$ cat src/rtl/seglcd_pkg.sv
package seglcd_pkg;

    typedef enum logic [1:0] {
        LVL_GND        = 2'd0,
        LVL_THIRD      = 2'd1,
        LVL_TWO_THIRDS = 2'd2,
        LVL_FULL       = 2'd3
    } drive_lvl_t;

    typedef enum logic [2:0] {
        RX_IDLE,
        RX_ADDR,
        RX_DATA,
        RX_DROP,
        RX_COMMIT
    } rx_state_t;

    typedef enum logic {
        SCAN_POS,
        SCAN_NEG
    } scan_pol_t;

    // Common electrode level, 1/3 bias
    function automatic drive_lvl_t com_level(input logic sel, input scan_pol_t pol);
        if (pol == SCAN_POS) return sel ? LVL_FULL : LVL_THIRD;
        else                 return sel ? LVL_GND  : LVL_TWO_THIRDS;
    endfunction

    // Segment electrode level, 1/3 bias
    function automatic drive_lvl_t seg_level(input logic on, input scan_pol_t pol);
        if (pol == SCAN_POS) return on ? LVL_GND  : LVL_TWO_THIRDS;
        else                 return on ? LVL_FULL : LVL_THIRD;
    endfunction

endpackage

$ cat src/rtl/seglcd_sync.sv
module seglcd_sync #(
    parameter int WIDTH  = 3,
    parameter int STAGES = 2
) (
    input  logic             clk,
    input  logic             rst_n,
    input  logic [WIDTH-1:0] d,
    output logic [WIDTH-1:0] q
);

    logic [STAGES-1:0][WIDTH-1:0] chain;

    always_ff @(posedge clk) begin
        if (!rst_n) begin
            chain <= '0;
        end else begin
            chain[0] <= d;
            for (int i = 1; i < STAGES; i++) begin
                chain[i] <= chain[i-1];
            end
        end
    end

    assign q = chain[STAGES-1];

endmodule

$ cat src/rtl/seglcd_serial_rx.sv
module seglcd_serial_rx
    import seglcd_pkg::*;
#(
    parameter int               ADDR_W   = 8,
    parameter logic [ADDR_W-1:0] DEV_ADDR = 8'h5A,
    parameter int               PAY_W    = 212
) (
    input  logic             clk,
    input  logic             rst_n,
    input  logic             ce,
    input  logic             cl,
    input  logic             di,
    output logic             commit,
    output logic [PAY_W-1:0] payload
);

    localparam int CNT_W = $clog2(PAY_W + 1);

    rx_state_t          state_q, state_d;
    logic               ce_q, cl_q;
    logic [CNT_W-1:0]   cnt_q;
    logic [ADDR_W-1:0]  addr_q;
    logic [PAY_W-1:0]   data_q;
    logic               ce_rise, ce_fall, cl_rise;
    logic [ADDR_W-1:0]  addr_next;
    logic               addr_last, pay_full;

    assign ce_rise   = ce & ~ce_q;
    assign ce_fall   = ~ce & ce_q;
    assign cl_rise   = cl & ~cl_q & ce;
    assign addr_next = {di, addr_q[ADDR_W-1:1]};
    assign addr_last = (cnt_q == CNT_W'(ADDR_W - 1));
    assign pay_full  = (cnt_q == CNT_W'(PAY_W));

    // State register
    always_ff @(posedge clk) begin
        if (!rst_n) state_q <= RX_IDLE;
        else        state_q <= state_d;
    end

    // Transitions
    always_comb begin
        state_d = state_q;
        unique case (state_q)
            RX_IDLE: begin
                if (ce_rise) state_d = RX_ADDR;
            end
            RX_ADDR: begin
                if (ce_fall)
                    state_d = RX_IDLE;
                else if (cl_rise && addr_last)
                    state_d = (addr_next == DEV_ADDR) ? RX_DATA : RX_DROP;
            end
            RX_DATA: begin
                if (ce_fall)
                    state_d = pay_full ? RX_COMMIT : RX_IDLE;
                else if (cl_rise && pay_full)
                    state_d = RX_DROP;
            end
            RX_DROP: begin
                if (ce_fall) state_d = RX_IDLE;
            end
            RX_COMMIT: begin
                state_d = RX_IDLE;
            end
            default: state_d = RX_IDLE;
        endcase
    end

    // Datapath: edge history, bit counter, shift registers
    always_ff @(posedge clk) begin
        if (!rst_n) begin
            ce_q   <= 1'b0;
            cl_q   <= 1'b0;
            cnt_q  <= '0;
            addr_q <= '0;
            data_q <= '0;
        end else begin
            ce_q <= ce;
            cl_q <= cl;
            if (ce_rise) begin
                cnt_q <= '0;
            end else if (cl_rise) begin
                if (state_q == RX_ADDR) begin
                    addr_q <= addr_next;
                    cnt_q  <= addr_last ? '0 : cnt_q + 1'b1;
                end else if (state_q == RX_DATA) begin
                    data_q <= {di, data_q[PAY_W-1:1]};
                    if (!pay_full) cnt_q <= cnt_q + 1'b1;
                end
            end
        end
    end

    assign commit  = (state_q == RX_COMMIT);
    assign payload = data_q;

endmodule

$ cat src/rtl/seglcd_scan.sv
module seglcd_scan
    import seglcd_pkg::*;
#(
    parameter int NUM_COM   = 3,
    parameter int PHASE_CYC = 128,
    parameter int COM_W     = (NUM_COM > 1) ? $clog2(NUM_COM) : 1
) (
    input  logic             clk,
    input  logic             rst_n,
    output logic [COM_W-1:0] com_idx,
    output scan_pol_t        pol
);

    localparam int HALF   = PHASE_CYC / 2;
    localparam int HALF_W = (HALF > 1) ? $clog2(HALF) : 1;

    scan_pol_t        pol_q, pol_d;
    logic [COM_W-1:0] com_q, com_d;
    logic [HALF_W-1:0] cyc_q;
    logic             half_end;

    assign half_end = (cyc_q == HALF_W'(HALF - 1));

    // Polarity state register and position counters
    always_ff @(posedge clk) begin
        if (!rst_n) begin
            pol_q <= SCAN_POS;
            com_q <= '0;
            cyc_q <= '0;
        end else begin
            pol_q <= pol_d;
            com_q <= com_d;
            cyc_q <= half_end ? '0 : cyc_q + 1'b1;
        end
    end

    // Transitions
    always_comb begin
        pol_d = pol_q;
        com_d = com_q;
        unique case (pol_q)
            SCAN_POS: begin
                if (half_end) pol_d = SCAN_NEG;
            end
            SCAN_NEG: begin
                if (half_end) begin
                    pol_d = SCAN_POS;
                    com_d = (com_q == COM_W'(NUM_COM - 1)) ? '0 : com_q + 1'b1;
                end
            end
            default: pol_d = SCAN_POS;
        endcase
    end

    assign com_idx = com_q;
    assign pol     = pol_q;

endmodule

$ cat src/rtl/seglcd_drive.sv
module seglcd_drive
    import seglcd_pkg::*;
#(
    parameter int NUM_SEG  = 68,
    parameter int NUM_COM  = 3,
    parameter int NUM_PORT = 4,
    parameter int COM_W    = (NUM_COM > 1) ? $clog2(NUM_COM) : 1
) (
    input  logic [NUM_SEG*NUM_COM-1:0] disp,
    input  logic [NUM_PORT-1:0]        port_mode,
    input  logic [NUM_PORT-1:0]        port_val,
    input  logic [COM_W-1:0]           com_idx,
    input  scan_pol_t                  pol,
    input  logic                       inh_n,
    output logic [2*NUM_SEG-1:0]       seg_lvl,
    output logic [2*NUM_COM-1:0]       com_lvl,
    output logic [NUM_PORT-1:0]        port_fn
);

    logic [NUM_COM-1:0] com_sel;

    genvar c, s;
    generate
        for (c = 0; c < NUM_COM; c++) begin : g_com
            assign com_sel[c]         = (com_idx == COM_W'(c));
            assign com_lvl[2*c +: 2]  = inh_n ? com_level(com_sel[c], pol) : LVL_GND;
        end

        for (s = 0; s < NUM_SEG; s++) begin : g_seg
            logic [NUM_COM-1:0] slice;
            logic               lit;
            assign slice = disp[s*NUM_COM +: NUM_COM];
            assign lit   = |(slice & com_sel);
            if (s < NUM_PORT) begin : g_dual
                logic as_port;
                assign as_port          = inh_n & port_mode[s];
                assign port_fn[s]       = as_port;
                assign seg_lvl[2*s +: 2] = !inh_n  ? LVL_GND :
                                           as_port ? (port_val[s] ? LVL_FULL : LVL_GND) :
                                                     seg_level(lit, pol);
            end else begin : g_plain
                assign seg_lvl[2*s +: 2] = inh_n ? seg_level(lit, pol) : LVL_GND;
            end
        end
    endgenerate

endmodule

$ cat src/rtl/seglcd_ctrl.sv
module seglcd_ctrl
    import seglcd_pkg::*;
#(
    parameter int               NUM_SEG     = 68,
    parameter int               NUM_COM     = 3,
    parameter int               NUM_PORT    = 4,
    parameter int               PHASE_CYC   = 128,
    parameter int               ADDR_W      = 8,
    parameter logic [ADDR_W-1:0] DEV_ADDR    = 8'h5A,
    parameter int               SYNC_STAGES = 2
) (
    input  logic                   clk,
    input  logic                   rst_n,
    input  logic                   inh_n,
    input  logic                   ser_ce,
    input  logic                   ser_clk,
    input  logic                   ser_di,
    output logic [2*NUM_SEG-1:0]   seg_lvl,
    output logic [2*NUM_COM-1:0]   com_lvl,
    output logic [NUM_PORT-1:0]    port_fn
);

    localparam int DISP_W = NUM_SEG * NUM_COM;
    localparam int PAY_W  = DISP_W + 2 * NUM_PORT;
    localparam int COM_W  = (NUM_COM > 1) ? $clog2(NUM_COM) : 1;

    logic [2:0]          ser_sync;
    logic                commit;
    logic [PAY_W-1:0]    payload;
    logic [DISP_W-1:0]   disp_q;
    logic [NUM_PORT-1:0] mode_q, val_q;
    logic [COM_W-1:0]    com_idx;
    scan_pol_t           pol;

    seglcd_sync #(.WIDTH(3), .STAGES(SYNC_STAGES)) u_sync (
        .clk   (clk),
        .rst_n (rst_n),
        .d     ({ser_di, ser_clk, ser_ce}),
        .q     (ser_sync)
    );

    seglcd_serial_rx #(.ADDR_W(ADDR_W), .DEV_ADDR(DEV_ADDR), .PAY_W(PAY_W)) u_rx (
        .clk     (clk),
        .rst_n   (rst_n),
        .ce      (ser_sync[0]),
        .cl      (ser_sync[1]),
        .di      (ser_sync[2]),
        .commit  (commit),
        .payload (payload)
    );

    // Display and port latch
    always_ff @(posedge clk) begin
        if (!rst_n) begin
            disp_q <= '0;
            mode_q <= '0;
            val_q  <= '0;
        end else if (commit) begin
            disp_q <= payload[DISP_W-1:0];
            mode_q <= payload[DISP_W +: NUM_PORT];
            val_q  <= payload[DISP_W+NUM_PORT +: NUM_PORT];
        end
    end

    seglcd_scan #(.NUM_COM(NUM_COM), .PHASE_CYC(PHASE_CYC), .COM_W(COM_W)) u_scan (
        .clk     (clk),
        .rst_n   (rst_n),
        .com_idx (com_idx),
        .pol     (pol)
    );

    seglcd_drive #(.NUM_SEG(NUM_SEG), .NUM_COM(NUM_COM), .NUM_PORT(NUM_PORT), .COM_W(COM_W)) u_drive (
        .disp      (disp_q),
        .port_mode (mode_q),
        .port_val  (val_q),
        .com_idx   (com_idx),
        .pol       (pol),
        .inh_n     (inh_n),
        .seg_lvl   (seg_lvl),
        .com_lvl   (com_lvl),
        .port_fn   (port_fn)
    );

endmodule

$ cat config.mk
export PLATFORM = sky130hd
export DESIGN_NAME = seglcd_ctrl
export DESIGN_NICKNAME = d
export VERILOG_FILES = /design/src/rtl/seglcd_pkg.sv /design/src/rtl/seglcd_sync.sv /design/src/rtl/seglcd_serial_rx.sv /design/src/rtl/seglcd_scan.sv /design/src/rtl/seglcd_drive.sv /design/src/rtl/seglcd_ctrl.sv
export SDC_FILE = /design/constraint.sdc
export NUM_CORES = 1
export LEC_CHECK = 0
export CELL_PAD_IN_SITES_DETAIL_PLACEMENT = 1
export CELL_PAD_IN_SITES_GLOBAL_PLACEMENT = 1
export CORE_UTILIZATION = 44
export CTS_CLUSTER_SIZE = 12
export DETAILED_ROUTE_END_ITERATION = 10
export PLACE_DENSITY_LB_ADDON = 0.1
export SYNTH_ARGS = -nofsm -noshare
export SYNTH_HDL_FRONTEND = slang
export SYNTH_SLANG_ARGS = --single-unit
$ cat constraint.sdc
create_clock -name clk -period 6.2 [get_ports clk]
set_input_delay 1.86 -clock clk [delete_from_list [all_inputs] [get_ports clk]]
set_output_delay 1.86 -clock clk [all_outputs]
set_load 0.005 [all_outputs]
==> out/qor.csv, run 1 <==
metric,value,unit
outcome,completed,
P&R area growth vs syn,13.6,%
first-pass GRT wire length,80.0,mm
H-Tree Depth,2,
Diodes inserted,0,
number of global-route vias before repair,16400,
final setup vio count,0,
"CTS clk-pin slew, worst paths",60,ps
CTS tree,yes,
Gate Count Post-Synth,2488,
worst-margin pin slew,1080,ps
Total Routing Usage GR,20.4,%
syn nets,2498,
Hold Path Class,reg -> reg,
CTS sink cnt,459,
"Worst Setup Slack, final",1010,ps
largest net degree at the start of global routing,213,
total number of yosys warnings,0,
Post-Layout Inst Area,22900,um2
PostCTS Resize Cnt,0,
DR pass1 iterations,4,
Yosys top cell by area,dfxtp_1,
Synth area leaders,"dfxtp_1 (46%), nand2_1 (17%), a21boi_0 (8.0%)",
critical path class,in -> out,
clk root buf,clkbuf_16,
period utilization,83.7,%
most frequent cell after synthesis,nand2_1,
Post-synth top cells,"nand2_1 (930), dfxtp_1 (459), a21boi_0 (216)",
Die H,216,um
Post-DP HPWL,26.5,mm
CP Buf/Inv Count,3,
"Distinct cells, synth",38,
Final Skew,19.5,ps
initial antenna violation count,1,
Vias,15900,
launch point of the worst hold path,u_sync.chain[1],
mux cell area share after synthesis,3.92,%
xor/xnor share of the synthesized area,3.21,%
Period minus WS final,5190,ps
Peak Freq,0.193,GHz
post-CTS setup buffer count,0,
Worst Setup End Kind,output pin,
Synth top area share,45.5,%
drt via density,5.14,
Residual DRC,0,
Routed WL,47.5,mm
full die area,46700,um2
hold-fix buffers at CTS,0,
WL per Instance,15.4,um
setup TNS,0,ps
number of flops mapped to enable cells by yosys,0,
Initial Utilization,44.6,%
P per Cell Area,261,nW/um2
RD Place Congestion,0.724,
Leak Pwr,7.15,nW
Slew HR,28.3,%
Post-Synth Adder-Cell Area,0.248,%
r2r startpoint,u_sync.q[0],
core area,45300,um2
DIE WIDTH,216,um
"Primary FF master, synth",dfxtp_1,
crit path cell chain,"buf_2, and2_2, buf_4, clkdlybuf4s50_1",
critical path's slowest cell,clkdlybuf4s50_1,
startpoint types,input pin,
CP Launch Point,inh_n,
final hold vios,0,
Max stage delay on crit path,620,ps
largest family of logic cells by synthesized area,simple AND/OR/NAND/NOR gates,
post-synthesis simple-gate area fraction,21.9,%
GRT overflow,0,
Worst Hold Margin,432,ps
Syn Area/Cell,8.11,um2
fin. max-slew vios,0,
#FFs+latches synth,459,
cts bufs inserted,50,
Peak VDD IR,0.199,mV
synthesized area,20200,um2
Worst Path Arrival,3330,ps
layout cells sized above 1,4.27,%
total of max-cap violations,0,
Antenna Nets Post-Route,0,
CTS max path bufs,3,
row count,78,
WP data required,4340,ps
placed instance area,21400,um2
Top delay family on crit path,buffers and inverters,
clk_lat worst skew,580,ps
Crit Path Max Fanout,64,
sequential area share after synthesis,45.5,%
Ports,152,
nets,2458,
async set or reset register ratio after synthesis,0,%
Port Buffers,151,
compound-cell area share of the yosys netlist,18.8,%
DR iter-0 viols,703,
pre-CTS WS,973,ps
RSZ-0062 raised after global routing,no,
[metal layers]
| layer | GRT usage [%] | up-vias | share of wire (%) | routed length, um |
|---|---|---|---|---|
| met5 | 0 | - | 0 | 0 |
| li1 | - | 7927 | - | - |
| met4 | 5.80 | 0 | 1.9 | 892 |
| met1 | 24.8 | 7702 | 47 | 22400 |
| met2 | 37.2 | 165 | 48 | 22900 |
| met3 | 2.55 | 64 | 2.6 | 1230 |
[power breakdown]
| part | total (mW) | internal (mW) | leakage (nW) | switching, mW |
|---|---|---|---|---|
| clock | 2.84 | 1.63 | 0.767 | 1.20 |
| combinational | 0.192 | 0.107 | 2.68 | 0.0849 |
| sequential | 2.97 | 2.96 | 3.70 | 0.00982 |
| total | 5.99 | 4.70 | 7.15 | 1.30 |
[kinds of logic after synthesis]
| logic type | Yosys count |
|---|---|
| DFF | 459 |
| muxes | 79 |
| adders and majority gates | 4 |
| xor gates and xnor gates | 74 |
| and+or+nand+nor | 1080 |
| buffers and inverters | 267 |
| AOI/OAI and AO/OA | 525 |
[final timing paths]
check                           slack [ps]                end  cells past startpoint
worst max-delay path                  1010       seg_lvl[124]                      4
worst max register to register        3400  u_rx.payload[114]                      7
worst min-delay path                   430        u_sync.q[1]                      1
worst min register to register         430        u_sync.q[1]                      1
[cell usage in the layout, fill, tap and decap left out, types with 11 or more instances in the layout]
master | netlist | final
a21boi_0 | 216 | 216
a21boi_1 | 212 | 212
a21oi_1 | 12 | 12
and2_1 | 90 | 87
buf_4 | 69 | 16
clkbuf_1 | 150 | 15
clkbuf_16 | 0 | 51
clkdlybuf4s50_1 | 0 | 149
clkinv_2 | 0 | 12
dfxtp_1 | 459 | 456
mux2i_1 | 79 | 79
nand2_1 | 930 | 928
nor2b_1 | 11 | 11
o21ai_0 | 19 | 19
o22ai_1 | 60 | 60
xnor2_1 | 66 | 66
[registers in the layout (all words and copies together), names as in the netlist]
name,count
u_rx.payload,212
disp_q,204
u_rx.cnt_q,8
u_rx.addr_q,7
u_scan.cyc_q,6
mode_q,4
val_q,4
u_rx.state_q,3
u_sync.chain,3
u_sync.q,3
u_scan.com_idx,2
u_rx.ce_q,1
u_rx.cl_q,1
u_scan.pol,1
[layout make-up]
| class | count | area (um2) |
|---|---|---|
| Clock buffer | 73 | 1430 |
| Clock inverter | 16 | 115 |
| Fill cell | 5425 | 22400 |
| Inverter | 4 | 15.0 |
| Multi-Input combinational cell | 1762 | 9710 |
| Sequential cell | 459 | 9200 |
| Tap cell | 600 | 751 |
| Timing Repair Buffer | 171 | 1710 |
[stage by stage]
step	util [%]	power [mW]	cells
6_report	50.6	5.99	3085
5_1_grt	50.6	6.20	3085
4_1_cts	50.6	6.09	3085
3_5_place_dp	47.2	3.23	2996
3_3_place_gp	47.2	3.22	2996
2_1_floorplan	-	3.15	2488
(Power assumes the default switching activity.)
==> run 2, diff against run 1 <==
--- a/config.mk
+++ b/config.mk
@@ -7,7 +7,7 @@
 export LEC_CHECK = 0
 export CELL_PAD_IN_SITES_DETAIL_PLACEMENT = 1
 export CELL_PAD_IN_SITES_GLOBAL_PLACEMENT = 1
-export CORE_UTILIZATION = 44
+export CORE_UTILIZATION = 40
 export CTS_CLUSTER_SIZE = 12
 export DETAILED_ROUTE_END_ITERATION = 10
 export PLACE_DENSITY_LB_ADDON = 0.1
==> constraint.sdc (replaced) <==
create_clock -name clk -period 4.2 [get_ports clk]
set_input_delay 1.26 -clock clk [delete_from_list [all_inputs] [get_ports clk]]
set_output_delay 1.26 -clock clk [all_outputs]
set_load 0.005 [all_outputs]
==> out/qor.csv, run 2 (synthesis gave the netlist of run 1 again) <==
metric,value,unit
Peak VDD IR,0.304,mV
setup TNS,0,ps
DIE WIDTH,227,um
Worst Setup End Kind,output pin,
most frequent cells in the layout,"nand2_1 (928), dfxtp_1 (456), a21boi_0 (216)",
Die H,227,um
Hold Path Class,reg -> reg,
row count,81,
initial antenna violation count,1,
clk_lat worst skew,600,ps
hold endpoint,u_sync.q[0],
H-Tree Depth,2,
CTS tree,yes,
final setup vio count,0,
multi-input logic area,9720,um2
"commonest non-fill, non-tap cell in the layout",nand2_1,
reg2reg path depth,6,
Leak Pwr,7.37,nW
full die area,51400,um2
P per Cell Area,387,nW/um2
Port Buffers,151,
r2r startpoint,u_sync.q[0],
launch point of the worst hold path,u_sync.chain[0],
worst reg2reg endpoint,u_rx.payload[118],
layout cells sized above 1,5.26,%
Antenna Nets Post-Route,0,
Net Switching,1.93,mW
drt via density,4.97,
largest net degree at the start of global routing,134,
startpoint types,flop,
final core utilization,47.6,%
Tot Pwr,9.09,mW
Post-DP HPWL,28.7,mm
"CTS clk-pin slew, worst paths",60,ps
WP data required,2940,ps
Crit Path Max Fanout,22,
CTS sink cnt,459,
RD Place Congestion,0.723,
Peak Freq,0.250,GHz
nets,2484,
Vias,15800,
Initial Utilization,40.9,%
Ports,152,
sequential cell area,9200,um2
period utilization,95.3,%
fin. max-slew vios,0,
WL per Instance,15.2,um
Period minus WS final,4000,ps
GRT overflow,0,
Residual DRC,0,
Total Routing Usage GR,19.0,%
DR iter-0 viols,638,
Worst Hold Depth,1,
first-pass GRT wire length,80.3,mm
Final Skew,33.3,ps
Routed WL,48.1,mm
internal cell power,7.16,mW
RSZ-0062 raised after global routing,no,
CTS max path bufs,3,
Slew HR,33.8,%
hold-fix buffers at CTS,0,
P&R area growth vs syn,16.3,%
Switching Fraction,21.2,%
FF-to-FF setup slack,1610,ps
core area,49400,um2
clock power share,48.6,%
Worst Path Arrival,2740,ps
worst-margin pin slew,993,ps
Comb pwr share,3.2,%
fill count,5860,
Worst Hold Margin,434,ps
total of max-cap violations,0,
critical path class,reg -> out,
outcome,completed,
Seq pwr share,48.2,%
max reg flops,212,
cts bufs inserted,51,
clk root buf,clkbuf_16,
DR pass1 iterations,4,
final hold vios,0,
number of global-route vias before repair,16200,
-- run 2: cell count changes in the layout (fill, tap and decap cells not counted) --
cell	previous run	this run
buf_4	16	29
clkinv_8	0	1
nand2_4	2	1
clkbuf_8	7	14
clkinv_2	12	4
clkbuf_16	51	52
bufinv_16	1	2
nand2_8	0	1
clkinvlp_4	1	0
diode_2	0	1
buf_12	4	15
buf_6	0	1
-- run 2: worst max path at each step --
stage	startpoint	depth (start not counted)	to	slack [ps]
after floorplan	inh_n	4	seg_lvl[100]	310
after global placement	inh_n	4	seg_lvl[86]	400
after detailed placement	inh_n	4	seg_lvl[66]	320
after CTS	u_scan.com_idx[0]	6	seg_lvl[29]	40
after global routing	u_scan.com_idx[1]	7	seg_lvl[7]	30
final	u_scan.com_idx[1]	6	seg_lvl[27]	200
-- run 2: what timing repair did --
action                                  in CTS  in global routing
endpoints found under the setup margin       0                  9
endpoints found under the hold margin        0                  0
resized for setup                            0                  0
setup buffers                                0                  1
-- run 2: layout make-up --
| type | count | share of cell area, % |
|---|---|---|
| clock inverter | 9 | 0.485 |
| clock buffer | 81 | 6.60 |
| sequential | 459 | 39.2 |
| timing repair buffer | 196 | 8.69 |
| multi-input combinational | 1762 | 41.4 |
| tap | 664 | 3.54 |
| inverter | 4 | 0.0640 |
| antenna | 1 | 0.0107 |
-- run 2: metal layers --
metal | track usage, % | share of wire (%)
met3 | 2.33 | 2.7
met5 | 0 | 0
met2 | 34.1 | 48
met4 | 5.65 | 2.3
met1 | 23.6 | 47
-- run 2: power groups by stage --
| stage | clock, mW | sequential [mW] | combinational, mW |
|---|---|---|---|
| finish | 4.42 | 4.38 | 0.290 |
| detailed placement | 0 | 4.47 | 0.297 |
| global placement | 0 | 4.47 | 0.291 |
| CTS | 4.56 | 4.38 | 0.297 |
| global route | 4.73 | 4.38 | 0.318 |
| floorplan | 0 | 4.47 | 0.174 |
-- run 2: metrics by stage --
stage,area [um2],setup slack [ps],instances
final,23500,198,3176
after global routing,23500,31.9,3175
after CTS,23500,36.2,3174
after detailed placement,21800,318,3084
after global placement,21800,395,3084
after floorplan,20200,311,2488
-- run 2: worst max-delay path, cell delays in order, from the launching register on --
cell	delay (ps)
dfxtp_4	570
buf_4	340
nand2_1	80
o22ai_1	370
xnor2_1	170
and2_1	140
clkdlybuf4s50_1	490
